**src/rtl/bq_pkg.sv**
```systemverilog
package bq_pkg;
  typedef enum logic [1:0] {
    ST_IDLE,
    ST_MAC,
    ST_FIN,
    ST_GAIN
  } bq_state_t;

  // five taps: 0..2 feed-forward, 3..4 feedback
  localparam int unsigned NUM_TAPS     = 5;
  localparam int unsigned TAP_W        = $clog2(NUM_TAPS);
  localparam int unsigned FIRST_FB_TAP = 3;
  // edges from accept to result without the gain pass
  localparam int unsigned BASE_LAT     = NUM_TAPS + 1;
endpackage

```
**src/rtl/bq_ctrl.sv**
```systemverilog
module bq_ctrl
  import bq_pkg::*;
#(
  parameter bit GAIN_EN = 1'b1
) (
  input  logic             clk,
  input  logic             rst,
  input  logic             in_stb,
  output bq_state_t        state,
  output logic [TAP_W-1:0] tap,
  output logic             accept
);
  localparam logic [TAP_W-1:0] LAST_TAP = TAP_W'(NUM_TAPS - 1);

  bq_state_t        state_q, state_d;
  logic [TAP_W-1:0] tap_q, tap_d;

  assign accept = (state_q == ST_IDLE) && in_stb;

  always_comb begin
    state_d = state_q;
    tap_d   = tap_q;
    unique case (state_q)
      ST_IDLE: begin
        tap_d = '0;
        if (in_stb) state_d = ST_MAC;
      end
      ST_MAC: begin
        if (tap_q == LAST_TAP) begin
          state_d = ST_FIN;
          tap_d   = '0;
        end else begin
          tap_d = tap_q + 1'b1;
        end
      end
      ST_FIN:  state_d = GAIN_EN ? ST_GAIN : ST_IDLE;
      ST_GAIN: state_d = ST_IDLE;
      default: state_d = ST_IDLE;
    endcase
  end

  always_ff @(posedge clk) begin
    if (rst) begin
      state_q <= ST_IDLE;
      tap_q   <= '0;
    end else begin
      state_q <= state_d;
      tap_q   <= tap_d;
    end
  end

  assign state = state_q;
  assign tap   = tap_q;
endmodule

```
**src/rtl/bq_hist.sv**
```systemverilog
module bq_hist #(
  parameter int unsigned W_DAT = 16
) (
  input  logic                    clk,
  input  logic                    rst,
  input  logic                    load,
  input  logic signed [W_DAT-1:0] x_in,
  input  logic                    shift,
  input  logic signed [W_DAT-1:0] y_in,
  output logic signed [W_DAT-1:0] x0,
  output logic signed [W_DAT-1:0] x1,
  output logic signed [W_DAT-1:0] x2,
  output logic signed [W_DAT-1:0] y1,
  output logic signed [W_DAT-1:0] y2
);
  // current input sample, captured on accept
  always_ff @(posedge clk) begin
    if (rst)       x0 <= '0;
    else if (load) x0 <= x_in;
  end

  // delay line advances once per completed sample
  always_ff @(posedge clk) begin
    if (rst) begin
      x1 <= '0;
      x2 <= '0;
      y1 <= '0;
      y2 <= '0;
    end else if (shift) begin
      x2 <= x1;
      x1 <= x0;
      y2 <= y1;
      y1 <= y_in;
    end
  end
endmodule

```
**src/rtl/bq_mac.sv**
```systemverilog
module bq_mac #(
  parameter int unsigned W_DAT  = 16,
  parameter int unsigned W_COEF = 16,
  parameter int unsigned W_FRAC = 14
) (
  input  logic                     clk,
  input  logic                     rst,
  input  logic                     clr,
  input  logic                     acc_en,
  input  logic                     sub,
  input  logic signed [W_COEF-1:0] coef_op,
  input  logic signed [W_DAT-1:0]  data_op,
  output logic signed [W_DAT-1:0]  acc_sat,
  output logic signed [W_DAT-1:0]  prod_sat
);
  localparam int unsigned PROD_W = W_DAT + W_COEF;
  localparam int unsigned ACC_W  = PROD_W + 3;

  localparam logic signed [ACC_W-1:0] SAT_HI =
    {{(ACC_W-W_DAT+1){1'b0}}, {(W_DAT-1){1'b1}}};
  localparam logic signed [ACC_W-1:0] SAT_LO =
    {{(ACC_W-W_DAT+1){1'b1}}, {(W_DAT-1){1'b0}}};

  function automatic logic signed [W_DAT-1:0] clamp(input logic signed [ACC_W-1:0] v);
    if (v > SAT_HI)      clamp = SAT_HI[W_DAT-1:0];
    else if (v < SAT_LO) clamp = SAT_LO[W_DAT-1:0];
    else                 clamp = v[W_DAT-1:0];
  endfunction

  logic signed [PROD_W-1:0] prod;
  logic signed [ACC_W-1:0]  prod_x;
  logic signed [ACC_W-1:0]  acc_q;
  logic signed [ACC_W-1:0]  acc_sh;
  logic signed [ACC_W-1:0]  prod_sh;

  // the one shared multiplier
  assign prod   = coef_op * data_op;
  assign prod_x = ACC_W'(prod);

  always_ff @(posedge clk) begin
    if (rst || clr)  acc_q <= '0;
    else if (acc_en) acc_q <= sub ? (acc_q - prod_x) : (acc_q + prod_x);
  end

  assign acc_sh   = acc_q >>> W_FRAC;
  assign prod_sh  = prod_x >>> W_FRAC;
  assign acc_sat  = clamp(acc_sh);
  assign prod_sat = clamp(prod_sh);
endmodule

```
**src/rtl/biquad_shared_mul.sv**
```systemverilog
module biquad_shared_mul
  import bq_pkg::*;
#(
  parameter int unsigned W_DAT   = 16,
  parameter int unsigned W_COEF  = 16,
  parameter int unsigned W_FRAC  = 14,
  parameter bit          GAIN_EN = 1'b1
) (
  input  logic                     clk,
  input  logic                     rst,
  input  logic signed [W_DAT-1:0]  in_data,
  input  logic                     in_stb,
  input  logic signed [W_COEF-1:0] coef_b0,
  input  logic signed [W_COEF-1:0] coef_b1,
  input  logic signed [W_COEF-1:0] coef_b2,
  input  logic signed [W_COEF-1:0] coef_a1,
  input  logic signed [W_COEF-1:0] coef_a2,
  input  logic signed [W_COEF-1:0] coef_g,
  output logic signed [W_DAT-1:0]  out_data,
  output logic                     out_stb
);
  localparam int unsigned LATENCY = BASE_LAT + (GAIN_EN ? 1 : 0);

  bq_state_t               state;
  logic [TAP_W-1:0]        tap;
  logic                    accept;
  logic signed [W_DAT-1:0] x0, x1, x2, y1, y2;
  logic signed [W_COEF-1:0] coef_op;
  logic signed [W_DAT-1:0] data_op;
  logic signed [W_DAT-1:0] acc_sat, prod_sat;
  logic                    fin_step;

  assign fin_step = (state == ST_FIN);

  bq_ctrl #(.GAIN_EN(GAIN_EN)) u_ctrl (
    .clk    (clk),
    .rst    (rst),
    .in_stb (in_stb),
    .state  (state),
    .tap    (tap),
    .accept (accept)
  );

  bq_hist #(.W_DAT(W_DAT)) u_hist (
    .clk   (clk),
    .rst   (rst),
    .load  (accept),
    .x_in  (in_data),
    .shift (fin_step),
    .y_in  (acc_sat),
    .x0    (x0),
    .x1    (x1),
    .x2    (x2),
    .y1    (y1),
    .y2    (y2)
  );

  // operand select for the shared multiplier; the gain pass reuses y1,
  // which already holds the fresh result after the finish step
  always_comb begin
    coef_op = '0;
    data_op = '0;
    if (GAIN_EN && state == ST_GAIN) begin
      coef_op = coef_g;
      data_op = y1;
    end else begin
      case (tap)
        TAP_W'(0): begin coef_op = coef_b0; data_op = x0; end
        TAP_W'(1): begin coef_op = coef_b1; data_op = x1; end
        TAP_W'(2): begin coef_op = coef_b2; data_op = x2; end
        TAP_W'(3): begin coef_op = coef_a1; data_op = y1; end
        TAP_W'(4): begin coef_op = coef_a2; data_op = y2; end
        default:   begin coef_op = '0;      data_op = '0; end
      endcase
    end
  end

  bq_mac #(.W_DAT(W_DAT), .W_COEF(W_COEF), .W_FRAC(W_FRAC)) u_mac (
    .clk      (clk),
    .rst      (rst),
    .clr      (accept),
    .acc_en   (state == ST_MAC),
    .sub      (tap >= TAP_W'(FIRST_FB_TAP)),
    .coef_op  (coef_op),
    .data_op  (data_op),
    .acc_sat  (acc_sat),
    .prod_sat (prod_sat)
  );

  generate
    if (GAIN_EN) begin : g_gain
      always_ff @(posedge clk) begin
        if (rst) begin
          out_data <= '0;
          out_stb  <= 1'b0;
        end else begin
          out_stb <= (state == ST_GAIN);
          if (state == ST_GAIN) out_data <= prod_sat;
        end
      end
    end else begin : g_plain
      always_ff @(posedge clk) begin
        if (rst) begin
          out_data <= '0;
          out_stb  <= 1'b0;
        end else begin
          out_stb <= fin_step;
          if (fin_step) out_data <= acc_sat;
        end
      end
    end
  endgenerate
endmodule

```
**config.mk**
```make
export PLATFORM = sky130hd
export DESIGN_NAME = biquad_shared_mul
export DESIGN_NICKNAME = d
export VERILOG_FILES = /design/src/rtl/bq_pkg.sv /design/src/rtl/bq_ctrl.sv /design/src/rtl/bq_hist.sv /design/src/rtl/bq_mac.sv /design/src/rtl/biquad_shared_mul.sv
export SDC_FILE = /design/constraint.sdc
export NUM_CORES = 1
export LEC_CHECK = 0
export BUFFER_PORTS_ARGS = -buffer_cell sky130_fd_sc_hd__buf_4
export CAP_MARGIN = 20
export CORE_AREA = 2 2 210 150
export CTS_CLUSTER_SIZE = 28
export DETAILED_ROUTE_END_ITERATION = 8
export DIE_AREA = 0 0 212 152
export HOLD_SLACK_MARGIN = 0.12
export PLACE_DENSITY = 0.82
export SLEW_MARGIN = 20
export SYNTH_ARGS = -nofsm -noshare
export SYNTH_HDL_FRONTEND = slang
export SYNTH_SLANG_ARGS = --single-unit
```
**constraint.sdc**
```tcl
create_clock -name clk -period 16.86 [get_ports clk]
set_clock_uncertainty 0.15 [all_clocks]
set_input_delay 3.372 -clock clk [delete_from_list [all_inputs] [get_ports clk]]
set_output_delay 3.372 -clock clk [all_outputs]
set_load 0.005 [all_outputs]
```
==> reports/results.tsv, run 1 <==
metric	value	unit
status	finished clean	
CTS Sinks	137	
FF-to-FF path depth	37	
footprint of the multi-input gates	0.0144	mm²
crit path max fanout	9	
Worst Hold Class	register to register	
Post-Synthesis Net Count	2748	
Area Growth Syn to Fin	10.7	%
worst hold path depth	2	
maximum clock frequency	72.3	MHz
Total GRT Usage	0.349	
chip width	212	µm
Top FF cell, synth	dfxtp_1	
share of the yosys chip area belonging to registers	0.146	
CTS Buf Count	17	
Post-CTS Setup Inserts	0	
Synth Instances	2244	
Register Area	0.00274	mm²
#FFs+latches synth	137	
Syn. warnings	0	
Post-synth EDFFs	0	
crit-path most repeated cell	fa_1	
first-pass GRT wire length	88.3	mm
vias post-DR	16491	
CTS max path bufs	2	
fin crit period	13.82	ns
port bufs	131	
Final Hold Vio Count	0	
worst-margin pin slew	1.12	ns
slowest cell delay on critical path	0.86	ns
mapped cell area	0.0187	mm²
Netlist cell types	81	
dominant cells by area after synthesis	fa_1 (28%), dfxtp_1 (15%), ha_1 (8.4%)	
Arr. time, crit path	14.03	ns
Vias per Instance	5.97	
Starting Density	0.615	
Core Region	0.0305	mm²
I/O Pins	132	
period utilisation layout	0.820	
Clock transition at path regs	0.06	ns
Root Driver	clkbuf_16	
GRT Residual Overflow	0	
# fillers	2410	
vias in the first global route	16324	
PostCTS Resize Cnt	0	
GPL Wtd Cong	0.957	
CTS H-tree depth	4	
Worst path slowest cell	a22oi_1	
later-pin clock latency in the skew report	0.44	ns
Async SR Flop Fraction	0	
largest net degree at the start of global routing	74	
Synth top area share	0.282	
# rows	54	
ant diodes	0	
layout cell share with drive strength beyond 1	0.105	
Rel. slew slack	0.248	
Slew Viols, Final	0	
kind of critical path	primary input to register	
# hold bufs at CTS	0	
cell taking the most area after synthesis	fa_1	
unrepaired setup endpoints after global routing	false	
die height	152	µm
Worst setup EP type	register	
initial antenna violation count	0	
die area	0.0322	mm²
required time of the critical path	17.07	ns
max-capacitance violation count	0	
drt wl/cell	19.6	µm
Final TNS setup	0	ns
drc violations	0	
CTS tree	yes	
Routed Antenna Nets	0	
Mean Syn Cell Area	8.35	µm²
Post-Route WL	54.2	mm
First-pass DRT Iterations	6	
Setup Viol. Count Final	0	
dpl hpwl	43.0	mm
Total Nets Final	2832	
initial drt markers	1846	
Startpoint Class	primary input	
[registers in the layout, summed over array words and instances (netlist names)]
name,count
u_mac.acc_q,35
out_data,16
u_hist.x0,16
u_hist.x1,16
u_hist.x2,16
u_hist.y1,16
u_hist.y2,16
u_ctrl.tap,3
u_ctrl.state,2
out_stb,1
[layer usage]
layer | vias up | global-route usage | routed length (µm)
met2 | 878 | 0.525 | 23500
met1 | 7996 | 0.502 | 23300
met3 | 82 | 0.106 | 6640
met5 | - | 0 | 0
li1 | 7535 | - | -
met4 | 0 | 0.0657 | 759
[stage by stage]
step | cells | cell area, µm² | setup WS (ns) | hold WS, ns | utilization
3_3_place_gp | 2727 | 20100 | 2.78 | 0.306 | 0.661
6_report | 2761 | 20700 | 3.04 | 0.321 | 0.681
5_1_grt | 2761 | 20700 | 2.27 | 0.341 | 0.681
4_1_cts | 2759 | 20700 | 2.90 | 0.322 | 0.680
3_5_place_dp | 2727 | 20100 | 2.50 | 0.313 | 0.661
2_1_floorplan | 2244 | 18700 | 4.00 | 0.295 | -
[logic make-up (layout without fill, tap and decap cells)]
family | after synthesis | after routing | share of synthesized area
mux | 83 | 83 | 0.0451
simple gates | 712 | 712 | 0.167
fa+ha+maj | 389 | 389 | 0.366
buf+inv | 440 | 537 | 0.0888
compound gates | 402 | 402 | 0.148
flops | 137 | 137 | 0.146
xor+xnor | 81 | 81 | 0.0389
[worst paths after layout]
path / endpoint / slack [ns] / startpoint
setup / recovery: u_mac.acc_q[34]$_SDFFE_PP0P_ / 3.04 / coef_a1[12]
hold reg to reg: u_mac.acc_q[3]$_SDFFE_PP0P_ / 0.32 / u_mac.acc_q[3]$_SDFFE_PP0P_
setup reg to reg: u_mac.acc_q[34]$_SDFFE_PP0P_ / 4.23 / u_ctrl.tap[0]$_SDFFE_PP0P_
hold / removal: u_mac.acc_q[3]$_SDFFE_PP0P_ / 0.32 / u_mac.acc_q[3]$_SDFFE_PP0P_
[cell usage in the layout, fill, tap and decap left out, types with 20 or more instances in the layout]
cell,count
mux2i_1,72
fa_1,264
ha_1,122
inv_1,340
o21ai_0,65
xnor2_1,49
nor3_1,46
nor2_1,316
a22o_1,24
nand2b_1,22
a22oi_1,49
dfxtp_1,137
a211oi_1,27
buf_4,163
a21o_1,22
xor2_1,31
nand2_1,216
nand3_1,20
a21oi_1,102
a222oi_1,24
[worst max-delay path, delay by kind of cell]
family                   cells  cell delay [ns]
buffers and inverters        5             0.32
adder cells (fa/ha/maj)      8             3.93
XOR/XNOR                     1             0.13
AND/OR/NAND/NOR             11             2.62
AO/OA/AOI/OAI               12             3.63
[cell type report]
| type | count | area share |
|---|---|---|
| clock buffer | 22 | 0.0229 |
| tap | 420 | 0.0253 |
| timing repair buffer | 165 | 0.0597 |
| sequential | 137 | 0.132 |
| multi-input combinational | 1667 | 0.693 |
| inverter | 340 | 0.0615 |
| clock inverter | 10 | 0.00561 |
[synthesized netlist by cell type, types with 4 or more instances]
library cell	count
a31oi_1	13
and2_1	8
nor4b_1	4
xor2_1	31
fa_1	264
o31ai_1	10
a222oi_1	24
nand4_1	7
mux2_2	11
nor2b_1	16
xnor2_1	49
mux2i_1	72
inv_1	340
and3_1	5
o21ai_0	65
o21a_1	10
a22o_1	24
or2_2	12
o21ai_1	4
a22oi_1	49
a21o_1	22
nand3_1	20
o211ai_1	6
or3_1	10
ha_1	125
a211oi_1	28
nand2b_1	22
buf_1	12
buf_2	6
nor4_1	6
nor3_1	46
nand2_1	216
clkbuf_1	80
o21bai_1	5
dfxtp_1	137
nor2_1	316
a21oi_1	104
Power of run 1 is not shown: default switching activity piles up to over one toggle a cycle in this logic, so the estimate is an artifact.
==> run 2, diff against run 1 <==
- clock period: 16.86 -> 14.2 ns (I/O delays scaled with it)
==> run 2 against run 1 <==
  * Routed wire length up 2.5%
  * Cell area barely moved
  * Via count is 0.73% higher
  * Sequential share of layout area barely moved
  * Final cell count increased by 0.11%
  * Global-route usage grew 0.42 points
  * Non-clock buffer count is 4 higher
  * Utilization about the same
  * Flip-flop and latch count did not move
  * First-iteration DRC count is 3.1% higher
  * Worst hold slack improved by 0.0075 ns
==> reports/results.tsv, run 2 (synthesis results as in run 1) <==
metric	value	unit	change
CTS max path bufs	2		unchanged
port bufs	131		unchanged
GRT Residual Overflow	0		unchanged
dpl hpwl	43.9	mm	was 43.0 mm
Post-Route WL	55.6	mm	was 54.2 mm
Register Area	0.00274	mm²	unchanged
# rows	54		unchanged
Starting Density	0.615		unchanged
crit path max fanout	10		was 9
required time of the critical path	14.41	ns	was 17.07 ns
drc violations	0		unchanged
Startpoint Class	primary input		unchanged
max-capacitance violation count	0		unchanged
worst-margin pin slew	1.08	ns	was 1.12 ns
PostCTS Resize Cnt	0		unchanged
Post-CTS Setup Inserts	0		unchanged
Vias per Instance	6.01		was 5.97
Total GRT Usage	0.353		was 0.349
Worst path slowest cell	a22oi_1		unchanged
Top Family by Delay on Critical Path	adder cells		unchanged
Arr. time, crit path	13.73	ns	was 14.03 ns
later-pin clock latency in the skew report	0.45	ns	was 0.44 ns
CTS Sinks	137		unchanged
Slew Viols, Final	0		unchanged
Root Driver	clkbuf_16		unchanged
Worst Hold Class	register to register		unchanged
Routed Antenna Nets	0		unchanged
slowest cell delay on critical path	0.84	ns	was 0.86 ns
Core Region	0.0305	mm²	unchanged
die height	152	µm	unchanged
fin crit period	13.52	ns	
# fillers	2397		was 2410
layout cell share with drive strength beyond 1	0.107		was 0.105
Total Nets Final	2836		was 2832
drt wl/cell	20.1	µm	was 19.6 µm
Biggest register	u_mac.acc_q		unchanged
largest net degree at the start of global routing	66		was 74
Clock transition at path regs	0.06	ns	about the same
period utilisation layout	0.952		
maximum clock frequency	74.0	MHz	
max reg flops	35		unchanged
kind of critical path	primary input to register		unchanged
unrepaired setup endpoints after global routing	false		unchanged
ant diodes	0		unchanged
Worst setup EP type	register		unchanged
First-pass DRT Iterations	8		was 6
Final Hold Vio Count	0		unchanged
initial drt markers	1904		was 1846
I/O Pins	132		unchanged
die area	0.0322	mm²	unchanged
footprint of the multi-input gates	0.0144	mm²	about the same
Final TNS setup	0	ns	unchanged
# hold bufs at CTS	0		unchanged
CTS H-tree depth	4		unchanged
Rel. slew slack	0.275		was 0.248
Area Growth Syn to Fin	10.7	%	about the same
initial antenna violation count	0		unchanged
first-pass GRT wire length	88.5	mm	was 88.3 mm
commonest non-fill, non-tap cell in the layout	inv_1		unchanged
Setup Viol. Count Final	0		unchanged
chip width	212	µm	unchanged
status	finished clean		unchanged
crit path buf inv count	5		unchanged
vias post-DR	16612		was 16491
CTS Buf Count	17		unchanged
crit-path most repeated cell	fa_1		unchanged
CTS tree	yes		unchanged
most frequent cells in the layout	inv_1 (340), nor2_1 (316), fa_1 (264), nand2_1 (216), buf_4 (169)		was inv_1 (340), nor2_1 (316), fa_1 (264), nand2_1 (216), buf_4 (163)
GPL Wtd Cong	0.976		was 0.957
vias in the first global route	16038		was 16324
[run 2: cell count changes in the layout (fill, tap and decap cells not counted), moves of 2 or more]
cell / previous run / this run
clkbuf_1: 2 / 0
buf_4: 163 / 169
clkbuf_8: 3 / 0
clkbuf_4: 2 / 0
clkinvlp_4: 2 / 5
[run 2: path summary, 6_finish.rpt]
check        slack (ns)                       start                      endpoint  depth (start not counted)
min                0.33  u_hist.x0[15]$_SDFFE_PP0P_    u_hist.x0[15]$_SDFFE_PP0P_                          2
max reg2reg        1.28  u_ctrl.tap[0]$_SDFFE_PP0P_  u_mac.acc_q[34]$_SDFFE_PP0P_                         42
min reg2reg        0.33  u_hist.x0[15]$_SDFFE_PP0P_    u_hist.x0[15]$_SDFFE_PP0P_                          2
max                0.68                  coef_a1[9]  u_mac.acc_q[34]$_SDFFE_PP0P_                         39
[run 2: area by class of cell]
class / instances / share of cell area
inverter: 340 / 0.0616
timing repair buffer: 169 / 0.0612
sequential: 137 / 0.132
tap: 420 / 0.0253
multi-input combinational: 1667 / 0.693
clock buffer: 17 / 0.0205
clock inverter: 14 / 0.00604
[run 2: through the flow]
stage / instance area (µm²) / utilization / instances / hold slack [ns] / setup WS, ns
4_1_cts: 20700 / 0.680 / 2764 / 0.328 / 0.913
3_3_place_gp: 20200 / 0.662 / 2733 / 0.312 / 0.792
6_report: 20700 / 0.680 / 2764 / 0.329 / 0.678
2_1_floorplan: 18700 / - / 2244 / 0.295 / 1.87
5_1_grt: 20700 / 0.680 / 2764 / 0.349 / 0.150
3_5_place_dp: 20200 / 0.662 / 2733 / 0.318 / 0.544
[run 2: worst register-to-register path, delay by kind of cell, from the launching register on]
family          cells  cell delay (ns)
compound gates     10             3.14
xor+xnor            2             0.37
fa+ha+maj          10             4.95
buf+inv             6             0.68
flops               1             0.41
simple gates       14             3.13
[run 2: metal layers]
layer / track usage / vias to the layer above / part of all wire
li1: - / 7547 / -
met1: 0.506 / 8010 / 0.43
met2: 0.510 / 939 / 0.42
met3: 0.128 / 116 / 0.13
met4: 0.0848 / 0 / 0.023
met5: 0 / - / 0
Power of run 2 is left out for the same reason.
